`config.mk`:
```
export PLATFORM = sky130hd
export DESIGN_NAME = opflag_regs
export DESIGN_NICKNAME = d
export VERILOG_FILES = /design/src/rtl/opflag_pkg.sv /design/src/rtl/opflag_ctrl.sv /design/src/rtl/opflag_dpath.sv /design/src/rtl/opflag_regs.sv
export SDC_FILE = /design/constraint.sdc
export NUM_CORES = 1
export LEC_CHECK = 0
export BUFFER_PORTS_ARGS = -buffer_cell sky130_fd_sc_hd__buf_2
export CAP_MARGIN = 10
export CORE_UTILIZATION = 57
export CTS_CLUSTER_DIAMETER = 60
export DETAILED_ROUTE_END_ITERATION = 10
export PLACE_DENSITY = 0.84
export RECOVER_POWER = 25
export REMOVE_ABC_BUFFERS = 1
export SLEW_MARGIN = 20
export SYNTH_ARGS = -nofsm -noshare
export SYNTH_HDL_FRONTEND = slang
export SYNTH_SLANG_ARGS = --single-unit
```
`constraint.sdc`:
```
create_clock -name clk -period 5.81 [get_ports clk]
set_clock_uncertainty 0.2 [all_clocks]
set_input_delay 1.162 -clock clk [delete_from_list [all_inputs] [get_ports clk]]
set_output_delay 1.162 -clock clk [all_outputs]
set_load 0.005 [all_outputs]
```
`src/rtl/opflag_pkg.sv`:
```
package opflag_pkg;
  // Address map; software depends on these offsets
  localparam int ADR_OPA  = 0;
  localparam int ADR_OPB  = 1;
  localparam int ADR_FLAG = 2;
  localparam int ADR_CTL  = 3;
  localparam int ADR_DAC  = 4;

  // Flag bit positions
  localparam int FLG_ZERO  = 0;
  localparam int FLG_NEG   = 1;
  localparam int FLG_CARRY = 2;

  typedef enum logic [2:0] {
    SEL_NONE,
    SEL_OPA,
    SEL_OPB,
    SEL_FLAG,
    SEL_STAT
  } rdSel_e;

  typedef struct packed {
    logic   wrOpA;
    logic   wrOpB;
    logic   wrCtl;
    logic   wrDac;
    logic   rdStb;
    rdSel_e rdSel;
  } strobes_t;
endpackage

```
`src/rtl/opflag_ctrl.sv`:
```
module opflag_ctrl
  import opflag_pkg::*;
#(
  parameter int ADDR_W = 3
) (
  input  logic              clk,
  input  logic              rst,
  input  logic [ADDR_W-1:0] addr,
  input  logic              wrEn,
  input  logic              rdEn,
  output strobes_t          stb
);
  always_comb begin
    stb       = '0;
    stb.rdSel = SEL_NONE;
    stb.rdStb = rdEn;
    case (int'(addr))
      ADR_OPA:  begin stb.wrOpA = wrEn; stb.rdSel = SEL_OPA;  end
      ADR_OPB:  begin stb.wrOpB = wrEn; stb.rdSel = SEL_OPB;  end
      ADR_FLAG: begin                   stb.rdSel = SEL_FLAG; end
      ADR_CTL:  begin stb.wrCtl = wrEn; stb.rdSel = SEL_STAT; end
      ADR_DAC:  begin stb.wrDac = wrEn;                       end
      default:  begin                                         end
    endcase
  end

  // At most one register is written per cycle
  assert_one_strobe_R10: assert property (@(posedge clk) disable iff (rst)
    $onehot0({stb.wrOpA, stb.wrOpB, stb.wrCtl, stb.wrDac}));

  // The flag address never produces a write strobe
  assert_flag_ro_R6: assert property (@(posedge clk) disable iff (rst)
    (wrEn && int'(addr) == ADR_FLAG) |-> !(stb.wrOpA || stb.wrOpB || stb.wrCtl || stb.wrDac));
endmodule

```
`src/rtl/opflag_dpath.sv`:
```
module opflag_dpath
  import opflag_pkg::*;
#(
  parameter int DATA_W = 8
) (
  input  logic              clk,
  input  logic              rst,
  input  strobes_t          stb,
  input  logic [DATA_W-1:0] wrData,
  input  logic [DATA_W-1:0] statIn,
  output logic [DATA_W-1:0] rdData,
  output logic [DATA_W-1:0] ledOut,
  output logic [DATA_W-1:0] dacOut
);
  localparam int SUM_W = DATA_W + 1;

  logic [DATA_W-1:0] opA, opB, flagReg, ctlReg, dacReg;
  logic [SUM_W-1:0]  sumWide;
  logic [DATA_W-1:0] flagNext;
  logic [DATA_W-1:0] rdNext;

  assign sumWide = {1'b0, opA} + {1'b0, opB};

  always_comb begin
    flagNext            = '0;
    flagNext[FLG_ZERO]  = (sumWide[DATA_W-1:0] == '0);
    flagNext[FLG_NEG]   = sumWide[DATA_W-1];
    flagNext[FLG_CARRY] = sumWide[DATA_W];
  end

  always_comb begin
    case (stb.rdSel)
      SEL_OPA:  rdNext = opA;
      SEL_OPB:  rdNext = opB;
      SEL_FLAG: rdNext = flagReg;
      SEL_STAT: rdNext = statIn;
      default:  rdNext = '0;
    endcase
  end

  always_ff @(posedge clk) begin
    if (rst) begin
      opA     <= '0;
      opB     <= '0;
      flagReg <= '0;
      ctlReg  <= '0;
      dacReg  <= '0;
      rdData  <= '0;
    end else begin
      if (stb.wrOpA) opA    <= wrData;
      if (stb.wrOpB) opB    <= wrData;
      if (stb.wrCtl) ctlReg <= wrData;
      if (stb.wrDac) dacReg <= wrData;
      flagReg <= flagNext;
      if (stb.rdStb) rdData <= rdNext;
    end
  end

  assign ledOut = ctlReg;
  assign dacOut = dacReg;

  assert_opa_hold_R2: assert property (@(posedge clk) disable iff (rst)
    !stb.wrOpA |=> $stable(opA));
  assert_opb_hold_R2: assert property (@(posedge clk) disable iff (rst)
    !stb.wrOpB |=> $stable(opB));
  assert_led_follow_R7: assert property (@(posedge clk) disable iff (rst)
    stb.wrCtl |=> ledOut == $past(wrData));
  assert_dac_follow_R9: assert property (@(posedge clk) disable iff (rst)
    stb.wrDac |=> dacOut == $past(wrData));
  assert_rd_hold_R10: assert property (@(posedge clk) disable iff (rst)
    !stb.rdStb |=> $stable(rdData));
  assert_stat_read_R8: assert property (@(posedge clk) disable iff (rst)
    (stb.rdStb && stb.rdSel == SEL_STAT) |=> rdData == $past(statIn));
endmodule

```
`src/rtl/opflag_regs.sv`:
```
module opflag_regs
  import opflag_pkg::*;
#(
  parameter int DATA_W = 8,
  parameter int ADDR_W = 3
) (
  input  logic              clk,
  input  logic              rst,
  input  logic [ADDR_W-1:0] addr,
  input  logic              wrEn,
  input  logic [DATA_W-1:0] wrData,
  input  logic              rdEn,
  output logic [DATA_W-1:0] rdData,
  output logic [DATA_W-1:0] ledOut,
  input  logic [DATA_W-1:0] statIn,
  output logic [DATA_W-1:0] dacOut
);
  strobes_t stb;

  opflag_ctrl #(.ADDR_W(ADDR_W)) ctrl_i (
    .clk(clk), .rst(rst), .addr(addr), .wrEn(wrEn), .rdEn(rdEn), .stb(stb)
  );

  opflag_dpath #(.DATA_W(DATA_W)) dpath_i (
    .clk(clk), .rst(rst), .stb(stb), .wrData(wrData), .statIn(statIn),
    .rdData(rdData), .ledOut(ledOut), .dacOut(dacOut)
  );

  // Converter register reads back as zero
  assert_dac_rdzero_R9: assert property (@(posedge clk) disable iff (rst)
    (rdEn && int'(addr) == ADR_DAC) |=> rdData == '0);
endmodule

```
==> metrics <==
worst path required time 5.83 ns; Rel. slew slack 33.0%; die footprint 3720 um2; fin. max-slew vios 0; Area Overhead vs Synth 15.2%; Multi-input gate area 1060 um2; initial antenna violation count 0; met3 Usage GRT 5.67%; DP HPWL 3100 um; CP startpoint kind input port; ANT nets after route 0; Reg clk slew, reported paths 0.13 ns; Ports 47; crit-path max cell delay roughly 0.73 ns; LEAKAGE 0.984 nW; met2 Track Usage GR 38.7%; met1 usage 30.0%; final setup TNS 0 ns; final core utilization 68.6%; RSZ-0062 raised after global routing false; crit path max-delay cell type clkbuf_1; via count ~1,800; Final Hold Fails 0; Netlist cell types 29; Final Critical Period 2.69 ns; CTS tree yes; Filler Cells Inserted 296; Resize count post-CTS 0; CP endpoint kind flip-flop; maximum number of pins on one net before global-route repair between 40 and 50; first-pass GRT wire length 6390 um; fmax 0.372 GHz; Final Cycle Share 46.2%; YS warnings 0; Worst-Skew Late Latency 0.36 ns; # diodes 0; worst-path fanout max 17; total gr overflow 0; FF+latch count, synth 43; TritonCTS buffer count 5; die height approximately 61 um; MaxCap Viol Count 0; CTS sink cnt 43; Mapped Cells 247; sequential area share after synthesis 43.4%; Post-Syn Area 1990 um2; Hold WC Path Type reg -> reg; Placed Instance Area 2220 um2; cts hold-fix bufs 0; status completed; clock buffer depth 2; pre-CTS setup slack 3.04 ns; Syn Area/Cell 8.04 um2; Final Setup Violations 0; Root Driver clkbuf_4; Final Worst Setup Slack 3.12 ns; number of DRC markers after the initial detailed-route iteration 96; drt pass-1 iters 4; starting density of the core 59.5%; DRC 0; WP data arrival 2.70 ns; Setup Buffers After CTS 0; power density cells 239 nW/um2; DR WL/cell around 13 um; via-per-instance ratio 5.47; maximum vdd ir drop 0.164 mV; GR peak layer met2; routed wire length 4330 um; H-tree Lvls 2; I/O Buffers 46; crit path kind in -> reg; Finished Cell Area approximately 2300 um2; worst slew pin tran ~1 ns; FF+latch area roughly 860 um2; total global-route track usage 23.5%; RD Place Congestion 0.782; crit path cell chain clkbuf_1 -> nor2_1 -> and2_0 -> nand2_1 -> a21oi_1; Total Nets Final 318; standard-cell rows 21; vias in the first global route 1,488; share of cells above drive strength 1 19.9%; core box area 3340 um2; Die X 61.0 um
[path summary, 6_finish.rpt]
kind | start | to | slack [ns] | depth (start not counted)
min reg2reg | dpath_i.dacOut[2] | dpath_i.dacOut[2] | 0.26 | 2
max reg2reg | dpath_i.opB[0] | dpath_i.flagReg[0] | 3.53 | 7
min | dpath_i.dacOut[2] | dpath_i.dacOut[2] | 0.26 | 2
max | addr[0] | dpath_i.opA[1] | 3.12 | 5
[stage by stage]
stage / hold slack [ns] / std cells / power (mW)
final: 0.260 / 333 / 0.547
after global routing: 0.289 / 333 / 0.567
after CTS: 0.261 / 333 / 0.547
after detailed placement: 0.243 / 325 / 0.362
after global placement: 0.241 / 325 / 0.360
after floorplan: 0.244 / 233 / 0.334
[where the power goes]
part / switching, mW / internal (mW)
Combinational: 0.0297 / 0.0201
Clock: 0.101 / 0.0906
Sequential: 0.00371 / 0.302
[registers in the layout, summed over array words and instances (netlist names)]
signal,flops
dpath_i.opA,8
dpath_i.ledOut,8
dpath_i.dacOut,8
dpath_i.flagReg,3
dpath_i.opB,8
dpath_i.rdData,8
[critical path: cells and delay by family]
family / cells / cell delay, ns
buffers and inverters: 1 / 0.73
and+or+nand+nor: 3 / 0.73
AOI/OAI and AO/OA: 1 / 0.08
[synthesized netlist by cell type]
| cell | instances | area, um2 |
|---|---|---|
| o21ai_0 | 9 | 45.0 |
| or4_1 | 1 | 7.51 |
| nand3_1 | 8 | 40.0 |
| nand4_1 | 1 | 6.26 |
| xor2_1 | 2 | 17.5 |
| ha_1 | 8 | 100 |
| a21oi_2 | 1 | 8.76 |
| and3_1 | 2 | 12.5 |
| nor2_1 | 11 | 41.3 |
| dfxtp_1 | 43 | 861 |
| a21oi_1 | 45 | 225 |
| or3_1 | 2 | 12.5 |
| a21o_1 | 2 | 15.0 |
| nor2b_1 | 10 | 62.6 |
| and2_1 | 1 | 6.26 |
| clkbuf_1 | 11 | 41.3 |
| inv_1 | 1 | 3.75 |
| a211oi_1 | 2 | 15.0 |
| fa_1 | 1 | 20.0 |
| nand2_1 | 67 | 251 |
| a21o_2 | 2 | 17.5 |
| o2111ai_1 | 1 | 8.76 |
| nor3_1 | 2 | 10.0 |
| and3_2 | 1 | 7.51 |
| mux4_2 | 3 | 67.6 |
| and3b_2 | 1 | 10.0 |
| buf_2 | 3 | 15.0 |
| mux2i_1 | 5 | 50.1 |
| or2_2 | 1 | 6.26 |
[layer usage]
layer  share of wire (%)  routed length (um)
met1                  46                2000
met2                  48                2090
met3                 4.2                 182
met4                 1.5                  63
met5                   0                   0
[cells by family (layout without fill, tap and decap cells)]
logic type               after synthesis  in the layout  share of synthesized area, %
AO/OA/AOI/OAI                         62             62                          16.9
AND/OR/NAND/NOR                      108            108                          23.9
buffers and inverters                 15             55                          3.02
adder cells (fa/ha/maj)                9              9                          6.05
multiplexers                           8              8                          5.92
flip-flops                            43             43                          43.4
XOR/XNOR                               2              2                         0.882
[layout make-up]
| class | count | area share [%] |
|---|---|---|
| inverters | 1 | 0.164 |
| clock buffers | 5 | 1.64 |
| multi-input cells | 189 | 46.4 |
| repair buffers | 46 | 9.79 |
| flip-flops and latches | 43 | 37.6 |
| well taps | 46 | 2.52 |
| clock inverters | 3 | 1.91 |
[cells in the final DEF, fill, tap and decap left out, types with 2 or more instances in the layout]
cell type,instances
a211oi_1,2
a21o_1,2
a21o_2,2
a21oi_1,46
and3_1,2
buf_2,41
clkbuf_1,4
clkbuf_4,5
dfxtp_1,43
ha_1,8
mux2i_1,5
mux4_2,3
nand2_1,67
nand3_1,8
nor2_1,11
nor2b_1,10
nor3_1,2
o21ai_0,9
or3_1,2
xor2_1,2
No activity file was read; power rests on OpenSTA's default activity.
